===== config.mk =====
export PLATFORM = sky130hd
export DESIGN_NAME = cr_timer
export DESIGN_NICKNAME = d
export VERILOG_FILES = /design/src/rtl/crt_pkg.sv /design/src/rtl/crt_edge_sync.sv /design/src/rtl/crt_count_core.sv /design/src/rtl/crt_ctrl.sv /design/src/rtl/cr_timer.sv
export SDC_FILE = /design/constraint.sdc
export NUM_CORES = 1
export LEC_CHECK = 0
export BUFFER_PORTS_ARGS = -buffer_cell sky130_fd_sc_hd__buf_2
export CORE_UTILIZATION = 55
export CTS_CLUSTER_DIAMETER = 100
export CTS_CLUSTER_SIZE = 30
export DETAILED_ROUTE_END_ITERATION = 7
export PLACE_DENSITY = 0.78
export SYNTH_ARGS = -nofsm -noshare
export SYNTH_HDL_FRONTEND = slang
export SYNTH_SLANG_ARGS = --single-unit

===== constraint.sdc =====
create_clock -name clk -period 3.8 [get_ports clk]
set_input_delay 0.19 -clock clk [delete_from_list [all_inputs] [get_ports clk]]
set_output_delay 0.19 -clock clk [all_outputs]
set_load 0.005 [all_outputs]

===== src/rtl/crt_pkg.sv =====
`timescale 1ns/1ps
package crt_pkg;
  // control register bit positions (software-visible layout)
  localparam int CB_OVF  = 7;
  localparam int CB_TRF  = 6;
  localparam int CB_RXS  = 5;
  localparam int CB_TXS  = 4;
  localparam int CB_TREN = 3;
  localparam int CB_RUN  = 2;
  localparam int CB_CNTR = 1;
  localparam int CB_CAPM = 0;

  typedef struct packed {
    logic baud;
    logic capture;
    logic reload;
  } crt_mode_t;

  function automatic crt_mode_t crt_decode(input logic [7:0] c);
    crt_mode_t m;
    m.baud    = c[CB_RXS] | c[CB_TXS];
    m.capture = !m.baud && c[CB_CAPM];
    m.reload  = !m.baud && !c[CB_CAPM];
    return m;
  endfunction

  // increment request for the selected count source
  function automatic logic crt_step(input logic [7:0] c, input logic tick, input logic pin_fall);
    return c[CB_RUN] && (c[CB_CNTR] ? pin_fall : tick);
  endfunction
endpackage


===== src/rtl/crt_edge_sync.sv =====
`timescale 1ns/1ps
module crt_edge_sync #(
  parameter int W = 2
) (
  input  logic         clk,
  input  logic         rst_n,
  input  logic [W-1:0] pin_i,
  output logic [W-1:0] fall_o
);
  for (genvar i = 0; i < W; i++) begin : g_pin
    logic s1_q, s2_q, prev_q;
    always_ff @(posedge clk) begin
      if (!rst_n) begin
        s1_q   <= 1'b0;
        s2_q   <= 1'b0;
        prev_q <= 1'b0;
      end else begin
        s1_q   <= pin_i[i];
        s2_q   <= s1_q;
        prev_q <= s2_q;
      end
    end
    assign fall_o[i] = prev_q && !s2_q;

    // one pin fall yields exactly one single-cycle event
    p_fall_single_r4: assert property (@(posedge clk) disable iff (!rst_n)
      fall_o[i] |=> !fall_o[i]);
  end
endmodule


===== src/rtl/crt_count_core.sv =====
`timescale 1ns/1ps
module crt_count_core #(
  parameter int CNT_W  = 16,
  parameter int DATA_W = 8,
  localparam int NB    = CNT_W / DATA_W
) (
  input  logic              clk,
  input  logic              rst_n,
  input  logic              inc_i,
  input  logic              capm_i,
  input  logic              trg_i,
  input  logic [NB-1:0]     cnt_we_i,
  input  logic [NB-1:0]     cap_we_i,
  input  logic [DATA_W-1:0] wdata_i,
  output logic [CNT_W-1:0]  cnt_o,
  output logic [CNT_W-1:0]  cap_o,
  output logic              ovf_o
);
  localparam logic [CNT_W-1:0] MAXV = '1;

  logic [CNT_W-1:0] cnt_q, cap_q, cnt_hw, cnt_d, cap_d;
  logic any_cnt_we, any_cap_we, capture_evt;

  assign any_cnt_we  = |cnt_we_i;
  assign any_cap_we  = |cap_we_i;
  assign ovf_o       = inc_i && (cnt_q == MAXV);
  assign capture_evt = trg_i && capm_i;

  always_comb begin
    cnt_hw = cnt_q;
    if (trg_i && !capm_i)  cnt_hw = cap_q;
    else if (ovf_o)        cnt_hw = capm_i ? '0 : cap_q;
    else if (inc_i)        cnt_hw = cnt_q + CNT_W'(1);
  end

  for (genvar b = 0; b < NB; b++) begin : g_byte
    assign cnt_d[b*DATA_W +: DATA_W] = any_cnt_we
      ? (cnt_we_i[b] ? wdata_i : cnt_q[b*DATA_W +: DATA_W])
      : cnt_hw[b*DATA_W +: DATA_W];
    assign cap_d[b*DATA_W +: DATA_W] = any_cap_we
      ? (cap_we_i[b] ? wdata_i : cap_q[b*DATA_W +: DATA_W])
      : (capture_evt ? cnt_q[b*DATA_W +: DATA_W] : cap_q[b*DATA_W +: DATA_W]);
  end

  always_ff @(posedge clk) begin
    if (!rst_n) begin
      cnt_q <= '0;
      cap_q <= '0;
    end else begin
      cnt_q <= cnt_d;
      cap_q <= cap_d;
    end
  end

  assign cnt_o = cnt_q;
  assign cap_o = cap_q;

  // no increment, trigger or write leaves the count unchanged
  p_hold_idle_r3: assert property (@(posedge clk) disable iff (!rst_n)
    (!inc_i && !trg_i && !any_cnt_we) |=> $stable(cnt_o));
  // reload-type overflow loads the stored value
  p_reload_wrap_r5: assert property (@(posedge clk) disable iff (!rst_n)
    (ovf_o && !capm_i && !trg_i && !any_cnt_we) |=> cnt_o == $past(cap_o));
  // capture-mode overflow returns to zero
  p_zero_wrap_r5: assert property (@(posedge clk) disable iff (!rst_n)
    (ovf_o && capm_i && !any_cnt_we) |=> cnt_o == '0);
  // trigger in capture mode snapshots the count
  p_capture_r7: assert property (@(posedge clk) disable iff (!rst_n)
    (capture_evt && !any_cap_we) |=> cap_o == $past(cnt_o));
  // software byte write wins over counting
  p_write_wins_r12: assert property (@(posedge clk) disable iff (!rst_n)
    cnt_we_i[0] |=> cnt_o[DATA_W-1:0] == $past(wdata_i));
endmodule


===== src/rtl/crt_ctrl.sv =====
`timescale 1ns/1ps
module crt_ctrl
  import crt_pkg::*;
(
  input  logic       clk,
  input  logic       rst_n,
  input  logic       wr_i,
  input  logic [7:0] wdata_i,
  input  logic       ovf_evt_i,
  input  logic       trg_i,
  input  logic       other_ovf_i,
  output logic [7:0] ctrl_o,
  output crt_mode_t  mode_o,
  output logic       baud_o,
  output logic       rx_clk_o,
  output logic       tx_clk_o
);
  logic [7:0] ctrl_q, ctrl_d;
  logic       baud_q, ovf_set;

  assign mode_o  = crt_decode(ctrl_q);
  assign ovf_set = ovf_evt_i && !mode_o.baud;

  always_comb begin
    ctrl_d = wr_i ? wdata_i : ctrl_q;
    if (ovf_set) ctrl_d[CB_OVF] = 1'b1;
    if (trg_i)   ctrl_d[CB_TRF] = 1'b1;
  end

  always_ff @(posedge clk) begin
    if (!rst_n) begin
      ctrl_q <= '0;
      baud_q <= 1'b0;
    end else begin
      ctrl_q <= ctrl_d;
      baud_q <= ovf_evt_i && mode_o.baud;
    end
  end

  assign ctrl_o   = ctrl_q;
  assign baud_o   = baud_q;
  assign rx_clk_o = ctrl_q[CB_RXS] ? baud_q : other_ovf_i;
  assign tx_clk_o = ctrl_q[CB_TXS] ? baud_q : other_ovf_i;

  // flags persist until software writes
  p_ovf_sticky_r6: assert property (@(posedge clk) disable iff (!rst_n)
    (ctrl_q[CB_OVF] && !wr_i) |=> ctrl_q[CB_OVF]);
  p_trf_sticky_r6: assert property (@(posedge clk) disable iff (!rst_n)
    (ctrl_q[CB_TRF] && !wr_i) |=> ctrl_q[CB_TRF]);
  // hardware set beats a simultaneous write
  p_hw_set_wins_r6: assert property (@(posedge clk) disable iff (!rst_n)
    (ovf_evt_i && !mode_o.baud && wr_i) |=> ctrl_q[CB_OVF]);
  // no overflow flag while clocking the serial port
  p_no_ovf_flag_r9: assert property (@(posedge clk) disable iff (!rst_n)
    (mode_o.baud && !wr_i && !ctrl_q[CB_OVF]) |=> !ctrl_q[CB_OVF]);
  // baud overflow produces the pulse next cycle
  p_baud_pulse_r9: assert property (@(posedge clk) disable iff (!rst_n)
    (ovf_evt_i && mode_o.baud) |=> baud_o);
endmodule


===== src/rtl/cr_timer.sv =====
`timescale 1ns/1ps
module cr_timer
  import crt_pkg::*;
#(
  parameter int CNT_W  = 16,
  parameter int DATA_W = 8,
  parameter int ADDR_W = 3
) (
  input  logic              clk,
  input  logic              rst_n,
  input  logic              tick_i,
  input  logic              cnt_pin_i,
  input  logic              trig_pin_i,
  input  logic              other_ovf_i,
  input  logic              wr_en_i,
  input  logic [ADDR_W-1:0] wr_addr_i,
  input  logic [DATA_W-1:0] wr_data_i,
  input  logic [ADDR_W-1:0] rd_addr_i,
  output logic [DATA_W-1:0] rd_data_o,
  output logic              baud_o,
  output logic              rx_clk_o,
  output logic              tx_clk_o,
  output logic              irq_o
);
  localparam int NB = CNT_W / DATA_W;

  logic [1:0]       pin_fall;
  logic             cnt_fall, trg_fall, inc, trg, ovf_evt, ctrl_wr;
  logic [NB-1:0]    cnt_we, cap_we;
  logic [7:0]       ctrl;
  logic [CNT_W-1:0] cnt, cap;
  crt_mode_t        mode;

  crt_edge_sync #(.W(2)) u_sync (
    .clk(clk), .rst_n(rst_n),
    .pin_i({trig_pin_i, cnt_pin_i}),
    .fall_o(pin_fall)
  );
  assign cnt_fall = pin_fall[0];
  assign trg_fall = pin_fall[1];

  assign ctrl_wr = wr_en_i && (wr_addr_i == '0);
  for (genvar b = 0; b < NB; b++) begin : g_dec
    assign cnt_we[b] = wr_en_i && (wr_addr_i == ADDR_W'(b + 1));
    assign cap_we[b] = wr_en_i && (wr_addr_i == ADDR_W'(NB + 1 + b));
  end

  assign inc = crt_step(ctrl, tick_i, cnt_fall);
  assign trg = trg_fall && ctrl[CB_TREN] && !mode.baud;

  crt_count_core #(.CNT_W(CNT_W), .DATA_W(DATA_W)) u_core (
    .clk(clk), .rst_n(rst_n),
    .inc_i(inc), .capm_i(mode.capture), .trg_i(trg),
    .cnt_we_i(cnt_we), .cap_we_i(cap_we), .wdata_i(wr_data_i),
    .cnt_o(cnt), .cap_o(cap), .ovf_o(ovf_evt)
  );

  crt_ctrl u_ctrl (
    .clk(clk), .rst_n(rst_n),
    .wr_i(ctrl_wr), .wdata_i(wr_data_i[7:0]),
    .ovf_evt_i(ovf_evt), .trg_i(trg), .other_ovf_i(other_ovf_i),
    .ctrl_o(ctrl), .mode_o(mode),
    .baud_o(baud_o), .rx_clk_o(rx_clk_o), .tx_clk_o(tx_clk_o)
  );

  always_comb begin
    rd_data_o = '0;
    if (rd_addr_i == '0) rd_data_o = DATA_W'(ctrl);
    for (int b = 0; b < NB; b++) begin
      if (rd_addr_i == ADDR_W'(b + 1))      rd_data_o = cnt[b*DATA_W +: DATA_W];
      if (rd_addr_i == ADDR_W'(NB + 1 + b)) rd_data_o = cap[b*DATA_W +: DATA_W];
    end
  end

  assign irq_o = ctrl[CB_OVF] | ctrl[CB_TRF];

  // disabled or baud-mode triggers leave the trigger flag clear
  p_trig_ignored_r8: assert property (@(posedge clk) disable iff (!rst_n)
    ((!ctrl[CB_TREN] || mode.baud) && !ctrl_wr && !ctrl[CB_TRF]) |=> !ctrl[CB_TRF]);
  // interrupt line tracks the flags
  p_irq_flags_r11: assert property (@(posedge clk) disable iff (!rst_n)
    irq_o == (ctrl[CB_OVF] || ctrl[CB_TRF]));
endmodule


==> parameters.txt, run 1 <==
Parameter                              Value

Pwr
  Pwr/cell area ... roughly 300 mW/mm²
  Static power due to leakage ... around 1.4 nW
  Worst IR Drop VDD ... between 0.2 and 0.25 mV

Floorplan
  Overall die width ... 77.5 µm
  Die Span Y ... ~78 µm
  Starting Density ... between 50% and 60%
  Die area ... 0.00601 mm²
  Area of the core region ... approximately 0.0055 mm²
  Top-level port count ... 33
  Floorplan row count ... 27

Timing
  Min Clock Period, post-route ... 2.45 ns
  Worst-margin pin slew ... 1.00 ns
  Total negative setup slack ... 0 ns
  Worst slew slack as a fraction of its limit ... roughly a third
  Total of endpoints with negative setup slack in the final report ... 0
  Slew Viols, Final ... 0
  Part of the cycle the worst path needs ... 64.6%
  Final worst clock skew ... roughly 0.0043 ns
  Highest attainable clock frequency ... about 0.41 GHz
  Hold violation count in the final report ... 0
  Unrepaired setup endpoints after global routing ... no
  Hold slack final ... 0.0877 ns

Worst hold path
  Hold/Removal Path Class ... primary input to flip-flop

Run
  Max cap viols ... 0

Setup path
  Worst path cell trace ... ha_1, nand2_1, nor4_4, a31oi_4, or2_2, a21oi_1, o2bb2ai_1
  Required arrival time at the worst endpoint ... roughly 4.0 ns
  CP max-delay cell ... dfxtp_1
  CP Launch Type ... flip-flop
  Nature of the critical path endpoint ... flip-flop
  Critical path type ... flip-flop to flip-flop
  Maximum fanout along the worst path ... 16
  Worst Path Buf+Inv ... 0
  Top delay family on crit path ... simple AND/OR/NAND/NOR gates
  Critical Path AT ... between 2 and 3 ns
  Delay of the slowest critical-path stage ... 0.54 ns

Synthesis
  Most instantiated flip-flop cell in the synthesis netlist ... dfxtp_1
  Largest cells by area after synthesis ... dfxtp_1 30%, mux2i_1 9.3%, mux2_2 6.5%
  Area share of the largest cell type after synthesis ... roughly 30%
  Synthesized flop and latch total ... 47
  Mapped Avg Cell Area ... between 8 and 9 µm²
  Number of distinct library cells after synthesis ... between 60 and 70
  Cell area after synthesis ... about 0.0031 mm²
  Post-synthesis cell count ... between 300 and 400
  Share of flip-flops with an asynchronous set or reset ... 0%
  Most instantiated library cell after synthesis ... dfxtp_1
  Sequential cell area fraction in the yosys report ... between 20% and 30%
  Most numerous cell types in the synthesized netlist ... 47 x dfxtp_1, 41 x nand2_1, 38 x nor2_1
  Synthesized net count ... ~400
  EDFF count, synth ... 0
  Number of warnings issued by yosys ... 0
  Largest area contributor in the netlist ... dfxtp_1

Placement
  Number of I/O port buffers ... 32
  Final weighted congestion in routability-driven placement ... roughly 1
  Detail Placement HPWL ... 6410 µm
  Number of placed instances with taps included ... 450

Detailed routing
  Mean number of vias per cell ... 6.52
  Final Routed Wirelength ... about 9000 µm
  Antenna viol nets, final ... 0
  Drt pass-1 iters ... 7
  Number of design rule violations left after detail routing ... 0
  Vias post-DR ... between 2000 and 3000
  Routed wirelength normalized by instance count ... slightly below 20 µm
  DRC marker count from the first detailed-route iteration ... just under 400

Clock tree
  Clock buffer depth ... 2
  Clock H-tree levels ... 2
  CTS tree ... built
  Insertion delay of the later-clocked pin in the worst-skew pair ... roughly 0.31 ns
  # resized after CTS ... 0
  Clock slew at reported path FFs ... 0.09 ns
  Number of buffers inserted by post-CTS setup repair ... 0
  Num CTS Buffers ... 5
  Hold buffer count at cts ... 0
  # clock sinks ... 47
  Root Buffer Master ... clkbuf_8

Layout
  Number of antenna diodes ... 0
  Post-synthesis to final-layout area growth ... 7.30%
  # fillers ... between 400 and 500
  Number of cells in the finished layout apart from fillers ... around 460
  Net total in the final layout ... 407
  Share of cells above drive strength 1 ... between 20% and 30%

GRT
  Global route overflow ... 0
  Total GRT Usage ... between 30% and 40%
  Maximum number of pins on one net before global-route repair ... 27
  Wire length of the first global-routing pass ... 14500 µm
  Number of global-route vias before repair ... approximately 2800
  Initial antenna violation count ... 0

Outcome
  Outcome ... completed
==> where the power goes <==
part	switching (mW)	leakage, nW	internal [mW]
Combinational	0.0778	1.00	0.0460
Sequential	0.0152	0.380	0.502
Clock	0.173	0.0612	0.213
Total	0.266	1.44	0.761
==> metal layers <==
layer,vias to the layer above,wire length [µm],global-route usage [%]
li1,1378,-,-
met1,1405,3750,39.7
met2,157,4130,49.4
met3,44,750,6.82
met4,0,412,17.5
met5,-,0,0
==> final cells by class <==
cell class	instances	area [µm²]	area share, %
Tap cell	72	90.1	2.68
Clock inverter	2	35.0	1.04
Clock buffer	6	82.6	2.45
Multi-Input combinational cell	290	2020	60.0
Inverter	8	30.0	0.892
Timing Repair Buffer	33	168	4.98
Sequential cell	47	941	28.0
==> stage by stage <==
step,power (mW),worst slack (ns),utilization [%],instance area [µm²]
final,1.03,1.35,61.1,3370
after global routing,1.06,1.17,61.1,3370
after CTS,1.02,1.38,61.1,3370
after detailed placement,0.648,1.39,59.0,3250
after global placement,0.646,1.41,59.0,3250
after floorplan,0.605,1.83,-,3140
==> registers in the layout (all words and copies together) (netlist names) <==
signal,flops
u_sync.g_pin.s1_q,2
u_ctrl.ctrl_o,8
u_ctrl.baud_o,1
u_sync.g_pin.s2_q,2
u_core.cnt_o,16
u_core.cap_o,16
u_sync.g_pin.prev_q,2
==> final timing paths <==
path                        start  slack, ns  cells after the start                   end
min reg2reg  u_sync.g_pin[1].s1_q       0.44                      1  u_sync.g_pin[1].s2_q
min                     cnt_pin_i       0.09                      2  u_sync.g_pin[0].s1_q
max reg2reg       u_core.cnt_o[0]       1.35                      7       u_core.cnt_o[4]
max               u_core.cnt_o[0]       1.35                      7       u_core.cnt_o[4]
==> cell families after synthesis <==
logic type	synth area share, %
and+or+nand+nor	22.5
AOI/OAI and AO/OA	21.9
muxes	15.7
DFF	30.0
buffers and inverters	5.62
xor gates and xnor gates	3.91
adders and majority gates	0.399
==> layout by cell type, fill, tap and decap left out, types with 8 or more instances in the layout <==
cell type / n
buf_2: 32
nor2_1: 38
and2_1: 8
nand3_1: 13
nand2_1: 41
a22oi_1: 8
dfxtp_1: 47
o22ai_1: 11
mux2i_1: 29
a21oi_1: 22
mux2_2: 18
Power figures use the tool's default switching activity.
==> run 2: changes to the inputs <==
Clock period 3.8 ns to 2.4 ns, I/O delays scaled along.
==> parameters.txt, run 2 (same netlist as run 1, synthesis figures left out) <==
Parameter                              Value

Layout
  Net total in the final layout ... around 420
  Number of antenna diodes ... 0
  Post-route cell area ... 0.00346 mm²
  Commonest non-fill, non-tap cell in the layout ... dfxtp_1
  Post-synthesis to final-layout area growth ... 10.4%
  Most frequent cells in the layout ... 47 x dfxtp_1, 41 x nand2_1, 38 x nor2_1
  Share of cells above drive strength 1 ... between 20% and 30%
  Final core occ ... roughly 63%

Floorplan
  Die area ... roughly 0.006 mm²
  Overall die width ... roughly 78 µm
  Top-level port count ... 33
  Die Span Y ... about 78 µm
  Floorplan row count ... 27
  Area of the core region ... approximately 0.0055 mm²
  Starting Density ... between 50% and 60%

Timing
  Min Clock Period, post-route ... around 2.3 ns
  Part of the cycle the worst path needs ... between 90% and 100%
  Unrepaired setup endpoints after global routing ... no
  Total negative setup slack ... 0 ns
  Hold violation count in the final report ... 0
  Final worst clock skew ... between 0.004 and 0.005 ns
  Highest attainable clock frequency ... ~0.44 GHz
  Worst-margin pin slew ... 0.770 ns
  Total of endpoints with negative setup slack in the final report ... 0
  Slew Viols, Final ... 0
  Worst slew slack as a fraction of its limit ... approximately half
  Hold slack final ... approximately 0.011 ns

Setup path
  FF-to-FF Start ... u_core.cnt_o[1]
  Required arrival time at the worst endpoint ... approximately 2.6 ns
  Destination of the worst register-to-register timing path ... u_core.cnt_o[10]
  Worst-case register-to-register setup slack ... roughly 0.11 ns
  Worst path cell trace ... ha_1, nand2_1, nor4_4, a31oi_4, buf_4, mux2i_1, o21ai_1, o211ai_2
  Setup crit start ... u_core.cnt_o[1]
  CP Launch Type ... flip-flop
  Nature of the critical path endpoint ... flip-flop
  Capture point of the worst path ... u_core.cnt_o[10]
  Critical Path AT ... 2.53 ns
  CP max-delay cell ... dfxtp_1
  Maximum fanout along the worst path ... 11
  Delay of the slowest critical-path stage ... between 0.5 and 0.6 ns
  Critical path type ... flip-flop to flip-flop
  Length in cells of the worst reg-to-reg path ... 8

Placement
  Number of I/O port buffers ... 32
  Area after DPL ... ~0.0033 mm²
  Detail Placement HPWL ... 6700 µm
  Final weighted congestion in routability-driven placement ... ~0.97

Pwr
  Worst IR Drop VDD ... slightly below 0.4 mV
  Pwr/cell area ... between 400 and 500 mW/mm²
  Static power due to leakage ... roughly 1.5 nW

GRT
  Global route overflow ... 0
  Wire length of the first global-routing pass ... between 10000 and 15000 µm
  Number of global-route vias before repair ... approximately 2900
  Initial antenna violation count ... 0
  Maximum number of pins on one net before global-route repair ... 26
  Total GRT Usage ... roughly 32%

Detailed routing
  Mean number of vias per cell ... approximately 6.5
  Routed wirelength normalized by instance count ... ~20 µm
  Antenna viol nets, final ... 0
  DRC marker count from the first detailed-route iteration ... 340
  DR WL met2 ... ~4300 µm
  Length of routed wiring on met1 ... about 3900 µm
  Vias post-DR ... 3054
  Final Routed Wirelength ... 9370 µm
  Detail Route met3 WL ... 828 µm
  Uppermost layer routed ... met4
  Number of design rule violations left after detail routing ... 0
  Drt pass-1 iters ... 5

Run
  Max cap viols ... 0

Clock tree
  Num CTS Buffers ... 5
  # clock sinks ... 47
  Clock buffer depth ... 2
  Insertion delay of the later-clocked pin in the worst-skew pair ... around 0.31 ns
  Clock slew at reported path FFs ... 0.10 ns
  Root Buffer Master ... clkbuf_8
  Clock H-tree levels ... 2
  CTS tree ... built

Worst hold path
  Hold/Removal Path Class ... primary input to flip-flop

Outcome
  Outcome ... completed
## run 2: cell types whose count changed in the layout (fill, tap and decap cells not counted), sizes merged
cell	previous run	this run
buf	33	47
inv	7	9
bufinv	1	0
clkbuf	6	5
clkinv	2	1
clkinvlp	0	1
## run 2: worst min path at each step
stage | endpoint | slack (ns) | cells past startpoint | from
after global placement | u_sync.g_pin[0].s1_q | 0.33 | 2 | cnt_pin_i
after detailed placement | u_sync.g_pin[1].s1_q | 0.34 | 2 | trig_pin_i
after global routing | u_sync.g_pin[1].s1_q | 0.002 | 2 | trig_pin_i
after CTS | u_sync.g_pin[1].s1_q | 0.009 | 2 | trig_pin_i
final | u_sync.g_pin[1].s1_q | 0.01 | 2 | trig_pin_i
after floorplan | u_sync.g_pin[0].s1_q | 0.25 | 1 | cnt_pin_i
## run 2: timing repair
| action | 4_1_cts | 5_1_grt |
|---|---|---|
| hold buffers | 0 | 0 |
| setup endpoints to repair | 0 | 4 |
| endpoints found under the hold margin | 0 | 0 |
| buffers inserted | 0 | 3 |
| resized for setup | 0 | 0 |
## run 2: layout make-up
cell class	count	area [µm²]
clock inverters	3	27.5
flip-flops and latches	47	941
multi-input cells	290	2020
clock buffers	5	68.8
fillers	500	2040
well taps	72	90.1
inverters	8	30.0
repair buffers	47	285
## run 2: report_power, final
part           total (mW)  internal [mW]  switching, mW
combinational       0.207         0.0793          0.128
clock               0.529          0.217          0.312
sequential          0.814          0.795         0.0194
total                1.55           1.09          0.460
## run 2: routing by layer
| metal | GRT usage (%) | up-vias |
|---|---|---|
| met3 | 7.88 | 23 |
| met4 | 12.1 | 0 |
| met5 | 0 | - |
| met1 | 39.8 | 1469 |
| met2 | 53.4 | 152 |
| li1 | - | 1410 |
## run 2: per-stage QoR
stage                     std cells  worst slack [ns]  power [mW]
after floorplan                 377             0.432       0.959
after global placement          461             0.288        1.03
after detailed placement        461             0.159        1.03
after CTS                       469             0.138        1.55
after global routing            472           0.00935        1.61
final                           472             0.110        1.55
## run 2: critical path, delay by kind of cell, from the launching register on
kind                       cells  cell delay, ns
adders and majority gates      1            0.24
AOI/OAI and AO/OA              3            0.57
DFF                            1            0.51
buffers and inverters          1            0.23
muxes                          1            0.14
and+or+nand+nor                2            0.53
